## src/rtl/cic_pkg.sv

```systemverilog
package cic_pkg;
  localparam int CODE_W   = 6;
  localparam int VEC_W    = 1 << CODE_W;
  localparam int HALF_W   = 32;
  localparam int WORD_LSB = 2;
  localparam int WORD_W   = 6;
  localparam int VIEW_LSB = WORD_LSB + WORD_W;

  // register pair index = word >> 1
  localparam logic [4:0] P_PEND = 5'd0;
  localparam logic [4:0] P_PCLR = 5'd1;
  localparam logic [4:0] P_IEN  = 5'd2;
  localparam logic [4:0] P_ISET = 5'd3;
  localparam logic [4:0] P_ICLR = 5'd4;
  localparam logic [4:0] P_MASK = 5'd8;

  typedef logic [VEC_W-1:0] vec_t;
endpackage

```

## src/rtl/cic_pending.sv

```systemverilog
module cic_pending
  import cic_pkg::*;
(
  input  logic              clk_i,
  input  logic              rst_ni,
  input  logic              cmpl_valid_i,
  input  logic [CODE_W-1:0] cmpl_code_i,
  input  logic              cmpl_final_en_i,
  input  logic              cmpl_inter_en_i,
  input  vec_t              clr_i,
  output vec_t              pend_o
);
  vec_t hw_set;
  vec_t pend_q;

  always_comb begin
    hw_set = '0;
    if (cmpl_valid_i && (cmpl_final_en_i || cmpl_inter_en_i))
      hw_set[cmpl_code_i] = 1'b1;
  end

  // set has priority over a same-cycle software clear
  always_ff @(posedge clk_i or negedge rst_ni) begin
    if (!rst_ni) pend_q <= '0;
    else         pend_q <= (pend_q & ~clr_i) | hw_set;
  end

  assign pend_o = pend_q;
endmodule

```

## src/rtl/cic_regfile.sv

```systemverilog
module cic_regfile
  import cic_pkg::*;
#(
  parameter int NUM_REGIONS = 4,
  parameter int ADDR_W      = 12
) (
  input  logic                         clk_i,
  input  logic                         rst_ni,
  input  logic                         bus_req_i,
  input  logic                         bus_we_i,
  input  logic [ADDR_W-1:0]            bus_addr_i,
  input  logic [HALF_W-1:0]            bus_wdata_i,
  output logic [HALF_W-1:0]            bus_rdata_o,
  input  vec_t                         pend_i,
  output vec_t                         pend_clr_o,
  output vec_t                         ien_o,
  output logic [NUM_REGIONS-1:0][VEC_W-1:0] amask_o
);
  localparam int VIEW_W = ADDR_W - VIEW_LSB;

  logic [VIEW_W-1:0] view;
  logic [WORD_W-1:0] word;
  logic [4:0]        pair;
  logic              hi_half;
  logic              view_ok;
  logic              is_glb;
  vec_t              view_msk;
  vec_t              wd64;
  vec_t              eff;
  logic              wr;
  vec_t              ien_q;
  vec_t              iset;
  vec_t              iclr;
  vec_t              rd64;
  logic [NUM_REGIONS-1:0][VEC_W-1:0] amask_q;
  logic [NUM_REGIONS-1:0]            mask_we;
  logic [NUM_REGIONS-1:0]            mask_rd;

  assign view    = bus_addr_i[VIEW_LSB +: VIEW_W];
  assign word    = bus_addr_i[WORD_LSB +: WORD_W];
  assign pair    = word[WORD_W-1:1];
  assign hi_half = word[0];
  assign is_glb  = (view == '0);

  always_comb begin
    view_ok  = is_glb;
    view_msk = is_glb ? '1 : '0;
    for (int r = 0; r < NUM_REGIONS; r++) begin
      if (view == VIEW_W'(r + 1)) begin
        view_ok  = 1'b1;
        view_msk = amask_q[r];
      end
    end
  end

  assign wd64 = hi_half ? {bus_wdata_i, {HALF_W{1'b0}}} : {{HALF_W{1'b0}}, bus_wdata_i};
  assign eff  = wd64 & view_msk;
  assign wr   = bus_req_i && bus_we_i && view_ok;

  assign pend_clr_o = (wr && pair == P_PCLR) ? eff : '0;
  assign iset       = (wr && pair == P_ISET) ? eff : '0;
  assign iclr       = (wr && pair == P_ICLR) ? eff : '0;

  always_ff @(posedge clk_i or negedge rst_ni) begin
    if (!rst_ni) ien_q <= '0;
    else         ien_q <= (ien_q | iset) & ~iclr;
  end

  for (genvar r = 0; r < NUM_REGIONS; r++) begin : g_mask
    assign mask_rd[r] = is_glb && (pair == 5'(P_MASK + r));
    assign mask_we[r] = bus_req_i && bus_we_i && mask_rd[r];

    always_ff @(posedge clk_i or negedge rst_ni) begin
      if (!rst_ni) begin
        amask_q[r] <= '0;
      end else if (mask_we[r]) begin
        if (hi_half) amask_q[r][VEC_W-1:HALF_W] <= bus_wdata_i;
        else         amask_q[r][HALF_W-1:0]     <= bus_wdata_i;
      end
    end
  end

  always_comb begin
    rd64 = '0;
    if (pair == P_PEND)     rd64 = pend_i & view_msk;
    else if (pair == P_IEN) rd64 = ien_q & view_msk;
    for (int r = 0; r < NUM_REGIONS; r++)
      if (mask_rd[r]) rd64 = amask_q[r];
  end

  assign bus_rdata_o = !view_ok ? '0 :
                       hi_half ? rd64[VEC_W-1:HALF_W] : rd64[HALF_W-1:0];
  assign ien_o       = ien_q;
  assign amask_o     = amask_q;
endmodule

```

## src/rtl/cic_irq_gen.sv

```systemverilog
module cic_irq_gen
  import cic_pkg::*;
#(
  parameter int NUM_REGIONS = 4
) (
  input  logic                              clk_i,
  input  logic                              rst_ni,
  input  vec_t                              pend_i,
  input  vec_t                              ien_i,
  input  logic [NUM_REGIONS-1:0][VEC_W-1:0] amask_i,
  output logic                              glb_irq_o,
  output logic [NUM_REGIONS-1:0]            rgn_irq_o
);
  vec_t                   qual;
  logic [NUM_REGIONS-1:0] rgn_d;

  assign qual = pend_i & ien_i;

  for (genvar r = 0; r < NUM_REGIONS; r++) begin : g_rgn
    assign rgn_d[r] = |(qual & amask_i[r]);
  end

  always_ff @(posedge clk_i or negedge rst_ni) begin
    if (!rst_ni) begin
      glb_irq_o <= 1'b0;
      rgn_irq_o <= '0;
    end else begin
      glb_irq_o <= |qual;
      rgn_irq_o <= rgn_d;
    end
  end
endmodule

```

## src/rtl/cmpl_irq_ctrl.sv

```systemverilog
module cmpl_irq_ctrl
  import cic_pkg::*;
#(
  parameter int NUM_REGIONS = 4,
  parameter int ADDR_W      = 12
) (
  input  logic                   clk_i,
  input  logic                   rst_ni,
  input  logic                   cmpl_valid_i,
  input  logic [5:0]             cmpl_code_i,
  input  logic                   cmpl_final_en_i,
  input  logic                   cmpl_inter_en_i,
  input  logic                   bus_req_i,
  input  logic                   bus_we_i,
  input  logic [ADDR_W-1:0]      bus_addr_i,
  input  logic [31:0]            bus_wdata_i,
  output logic [31:0]            bus_rdata_o,
  output logic                   glb_irq_o,
  output logic [NUM_REGIONS-1:0] rgn_irq_o
);
  vec_t pend_w;
  vec_t pclr_w;
  vec_t ien_w;
  logic [NUM_REGIONS-1:0][VEC_W-1:0] amask_w;

  cic_pending u_pending (
    .clk_i           (clk_i),
    .rst_ni          (rst_ni),
    .cmpl_valid_i    (cmpl_valid_i),
    .cmpl_code_i     (cmpl_code_i),
    .cmpl_final_en_i (cmpl_final_en_i),
    .cmpl_inter_en_i (cmpl_inter_en_i),
    .clr_i           (pclr_w),
    .pend_o          (pend_w)
  );

  cic_regfile #(
    .NUM_REGIONS (NUM_REGIONS),
    .ADDR_W      (ADDR_W)
  ) u_regfile (
    .clk_i       (clk_i),
    .rst_ni      (rst_ni),
    .bus_req_i   (bus_req_i),
    .bus_we_i    (bus_we_i),
    .bus_addr_i  (bus_addr_i),
    .bus_wdata_i (bus_wdata_i),
    .bus_rdata_o (bus_rdata_o),
    .pend_i      (pend_w),
    .pend_clr_o  (pclr_w),
    .ien_o       (ien_w),
    .amask_o     (amask_w)
  );

  cic_irq_gen #(
    .NUM_REGIONS (NUM_REGIONS)
  ) u_irq_gen (
    .clk_i     (clk_i),
    .rst_ni    (rst_ni),
    .pend_i    (pend_w),
    .ien_i     (ien_w),
    .amask_i   (amask_w),
    .glb_irq_o (glb_irq_o),
    .rgn_irq_o (rgn_irq_o)
  );
endmodule

```

## config.mk

```make
export PLATFORM = sky130hd
export DESIGN_NAME = cmpl_irq_ctrl
export DESIGN_NICKNAME = d
export VERILOG_FILES = /design/src/rtl/cic_pkg.sv /design/src/rtl/cic_pending.sv /design/src/rtl/cic_regfile.sv /design/src/rtl/cic_irq_gen.sv /design/src/rtl/cmpl_irq_ctrl.sv
export SDC_FILE = /design/constraint.sdc
export NUM_CORES = 1
export LEC_CHECK = 0
export ABC_AREA = 1
export BUFFER_PORTS_ARGS = -buffer_cell sky130_fd_sc_hd__clkbuf_2
export CAP_MARGIN = 20
export CORE_UTILIZATION = 30
export CTS_BUF_LIST = sky130_fd_sc_hd__clkbuf_2 sky130_fd_sc_hd__clkbuf_4 sky130_fd_sc_hd__clkbuf_8
export DETAILED_ROUTE_END_ITERATION = 7
export GPL_TIMING_DRIVEN = 0
export PLACE_DENSITY = 0.44
export SYNTH_ARGS = -nofsm -noshare
export SYNTH_HDL_FRONTEND = slang
export SYNTH_SLANG_ARGS = --single-unit
```

## constraint.sdc

```tcl
create_clock -name clk_i -period 1.8 [get_ports clk_i]
set_input_delay 0.09 -clock clk_i [delete_from_list [all_inputs] [get_ports clk_i]]
set_output_delay 0.09 -clock clk_i [all_outputs]
set_load 0.1 [all_outputs]
```

==> results.py <==
metrics = {
    "grt": {
        "grt_pass1_wl_mm": 192,
        "grt_start_max_net_pins": 106,
        "grt_pass1_vias": 26000,
        "number_of_antenna_violations_at_the_first_check_in_global_routing": 7,
        "globalRouteOverflowTotal": 0,
        "groute.usage.overall_pct": 33.2,
    },
    "logic_synthesis": {
        "yosys_warnings": 0,
        "yosys-top-cells-area": "dfrtp_1 41%, nand2_1 18%, o21ai_0 8.2%, inv_1 6.0%, nand3_1 5.9%",
        "syn-cell-area_um2": 23700,
        "postSynthRegisterBits": 389,
        "syn_nets": 3560,
        "synth_edf_count": 0,
        "share_of_yosys_cell_area_claimed_by_the_top_area_cell_type_pct": 41.1,
        "yosys.cell_types.count": 38,
        "avg_cell_area_syn_um2": 6.76,
        "synth_flop_cell": "dfrtp_1",
        "seq_area_frac_synth_pct": 41.1,
        "syn-instance-count": 3503,
        "async_flop_share_pct": 100,
        "netlist.top_cell.by_area": "dfrtp_1",
    },
    "clocking": {
        "htree_levels": 3,
        "clock_tree_from_tritoncts": "yes",
        "cts_root_buf": "clkbuf_8",
        "tritoncts_sinks": 389,
        "clkLatencyLatePin_ns": 0.71,
        "cts-root-to-sink-buffers": 3,
        "cts-buffers-inserted": 79,
        "clk_pin_slew_worst_paths_ns": 0.06,
    },
    "critical_path": {
        "worst_path_largest_cell_delay_ns": 0.57,
        "crit_slowest_cell": "clkdlybuf4s15_2",
        "timing_worst_setup_path_type": "in -> out",
        "critical_path.cell_chain": "clkbuf_2 > buf_4 > clkdlybuf4s15_2 > nand2_1 > nand3_1 > nand2_1 > nand3_1 > nand4_1 > nor2_1 > nor2_4 > clkbuf_16",
        "timing.critical_path.from_type": "input pin",
        "critical_path_endpoint_category": "primary output",
        "crit_path_max_fanout": 10,
        "timing.critical_path.max_delay_family": "buffers and inverters",
        "cp_data_required_time_ns": 1.71,
        "arrival_ns": 2.12,
        "worst-path-buf-inv": 4,
    },
    "floorplan": {
        "chipWidth_um": 283,
        "floorplan.io_pins": 94,
        "initial_utilization_pct": 30.4,
        "floorplan.die.height_um": 283,
        "die_area_um2": 80100,
        "core_region_area_um2": 77800,
        "row_count": 102,
    },
    "pwr": {
        "static_leak_uw": 0.0149,
        "post-layout-total-power_uw": 23600,
        "powerDensity_nw_per_um2": 727,
        "ir_drop_v": 0.000559,
    },
    "timing": {
        "relSlewSlack_pct": 31.8,
        "final_hold_slack_ns": -0.0658,
        "grt_setup_unrepaired": "yes",
        "layout_worst_path_cycle_share_pct": 123,
        "final.setup.worst_slack_ns": -0.410,
        "setup_violations": 71,
        "post-route-min-period_ns": 2.21,
        "hold_violations": 67,
        "fin_worst_skew_ns": 0.0258,
        "final-max-slew-violation-count": 0,
        "tns_ns": -13.48,
        "fmax_mhz": 452,
        "worst_slew_pin_slew_ns": 1.02,
    },
    "cells_and_area": {
        "final_area_um2": 32500,
        "fin_cells": 5060,
        "layout.filler_cells": 8314,
        "signed_area_change_from_the_synthesized_netlist_to_the_final_layout_pct": 37.1,
        "drive_above_1_share_pct": 25.1,
        "finalNetCount": 4015,
    },
    "placement": {
        "gp_routability_congestion": 0.998,
        "place_area_um2": 25900,
        "buffer_ports.inserted": 85,
        "detailed_place_hpwl_mm": 96.6,
        "place_inst": 4644,
    },
    "routing": {
        "drtAntennaViolNets": 0,
        "detailedRoute.firstPassIterationCount": 5,
        "routedWlPerCell_um": 27.0,
        "routed_wl_mm": 136,
        "dr.first_iter.drc_count": 3216,
        "drcViolationCount": 0,
        "routed_via_density": 5.49,
        "detailroute.via_count": 27800,
    },
    "outcome": {
        "status": "finished with violations",
        "failing_checks": "hold timing, setup timing",
    },
    "run": {
        "cap_violations": 0,
    },
    "min_path": {
        "min_path_type": "in -> async",
    },
}
synth_stat cells, types with 4 or more instances:
| cell type | count |
|---|---|
| nand2_1 | 1107 |
| dfrtp_1 | 389 |
| o21ai_0 | 386 |
| inv_1 | 376 |
| nand3_1 | 279 |
| nor2_1 | 275 |
| nand4_1 | 121 |
| o21ai_1 | 108 |
| clkbuf_1 | 88 |
| a21oi_1 | 75 |
| buf_2 | 64 |
| a21boi_1 | 52 |
| o22ai_1 | 50 |
| nor3_1 | 27 |
| nor4_1 | 19 |
| buf_4 | 11 |
| o22a_1 | 8 |
| nand3b_1 | 7 |
| buf_6 | 6 |
| nand3_2 | 6 |
| nor2_4 | 6 |
| o211ai_1 | 5 |
| a211oi_1 | 4 |
| a21boi_0 | 4 |
| clkbuf_2 | 4 |
| inv_2 | 4 |
area by class of cell:
type	instances	area, um2	share of cell area (%)
multi-input combinational	2557	13300	41.0
sequential	389	9750	30.0
timing repair buffer	374	3680	11.3
clock buffer	126	1600	4.92
inverter	382	1450	4.47
tap	1040	1300	4.01
buffer	175	1300	3.99
clock inverter	14	78.8	0.243
antenna	3	7.51	0.0231
worst register-to-register path, delay by kind of cell, from the launching register on:
kind | cells | cell delay [ns]
buffers and inverters | 9 | 0.89
DFF | 1 | 0.37
and+or+nand+nor | 4 | 0.32
AOI/OAI and AO/OA | 2 | 0.27
timing repair:
action / in CTS / in global routing
endpoints found under the setup margin: 199 / 362
gates cloned: 0 / 1
hold endpoints to repair: 436 / 19
resized for setup: 536 / 258
pin swaps: 201 / 218
hold buffers: 44 / 4
buffers inserted: 194 / 70
per-stage QoR:
step / utilization, % / hold WS (ns) / setup slack [ns]
after CTS: 40.4 / 0.0217 / -0.423
final: 41.7 / -0.0658 / -0.410
after global placement: 33.0 / 0.451 / -9.19
after global routing: 41.7 / -0.0338 / -0.525
after floorplan: - / -0.206 / -0.277
after detailed placement: 33.3 / 0.235 / -1.40
logic make-up (layout without fill, tap and decap cells):
group	count (synthesis)	in the layout	synth area share (%)
simple gates	1858	1858	33.4
compound gates	699	699	16.0
buf+inv	557	1071	9.56
flops	389	389	41.1
other cells	0	3	0
flip-flops by register name, indices dropped and copies added, names as in the netlist:
register,cells
u_irq_gen.glb_irq_o,1
u_regfile.amask_o,256
u_regfile.ien_o,64
u_irq_gen.rgn_irq_o,4
u_pending.pend_o,64
worst paths after layout:
path	startpoint	endpoint	slack (ns)	depth (start not counted)
worst min register to register	u_regfile.amask_o[203]$_DFFE_PN0P_	u_regfile.amask_o[203]$_DFFE_PN0P_	0.48	2
worst max register to register	u_regfile.amask_o[79]$_DFFE_PN0P_	u_pending.pend_o[15]$_DFF_PN0_	-0.16	15
min in group clk_i	cmpl_valid_i	u_pending.pend_o[20]$_DFF_PN0_	0.02	6
worst min-delay path	rst_ni	u_pending.pend_o[35]$_DFF_PN0_	-0.07	2
worst max-delay path	bus_addr_i[8]	bus_rdata_o[18]	-0.41	11
max in group asynchronous	rst_ni	u_regfile.amask_o[242]$_DFFE_PN0P_	0.30	4
layer usage:
| layer | routed length, um | track usage, % |
|---|---|---|
| met1 | 57700 | 44.9 |
| met2 | 59000 | 50.4 |
| met5 | 17 | 0 |
| met3 | 12300 | 6.95 |
| met4 | 7370 | 16.0 |
cell usage in the layout, fill, tap and decap left out, drive strengths merged, types with 2 or more instances in the layout:
cell	instances
a211oi	4
a21boi	56
a21oi	75
a22o	2
buf	333
clkbuf	293
clkdlybuf4s15	2
clkinv	13
clkinvlp	2
dfrtp	389
diode	3
dlygate4sd3	46
inv	381
nand2	1109
nand3	288
nand3b	7
nand4	122
nor2	285
nor3	27
nor4	20
o2111ai	3
o211ai	5
o21ai	494
o22a	8
o22ai	50
where the power goes:
group,internal (uW),switching [uW],leakage [uW]
logic,1210,2920,0.00892
clock network,5600,4500,0.000897
registers,9070,322,0.00504
total,15900,7730,0.0149
(Power assumes the default switching activity.)
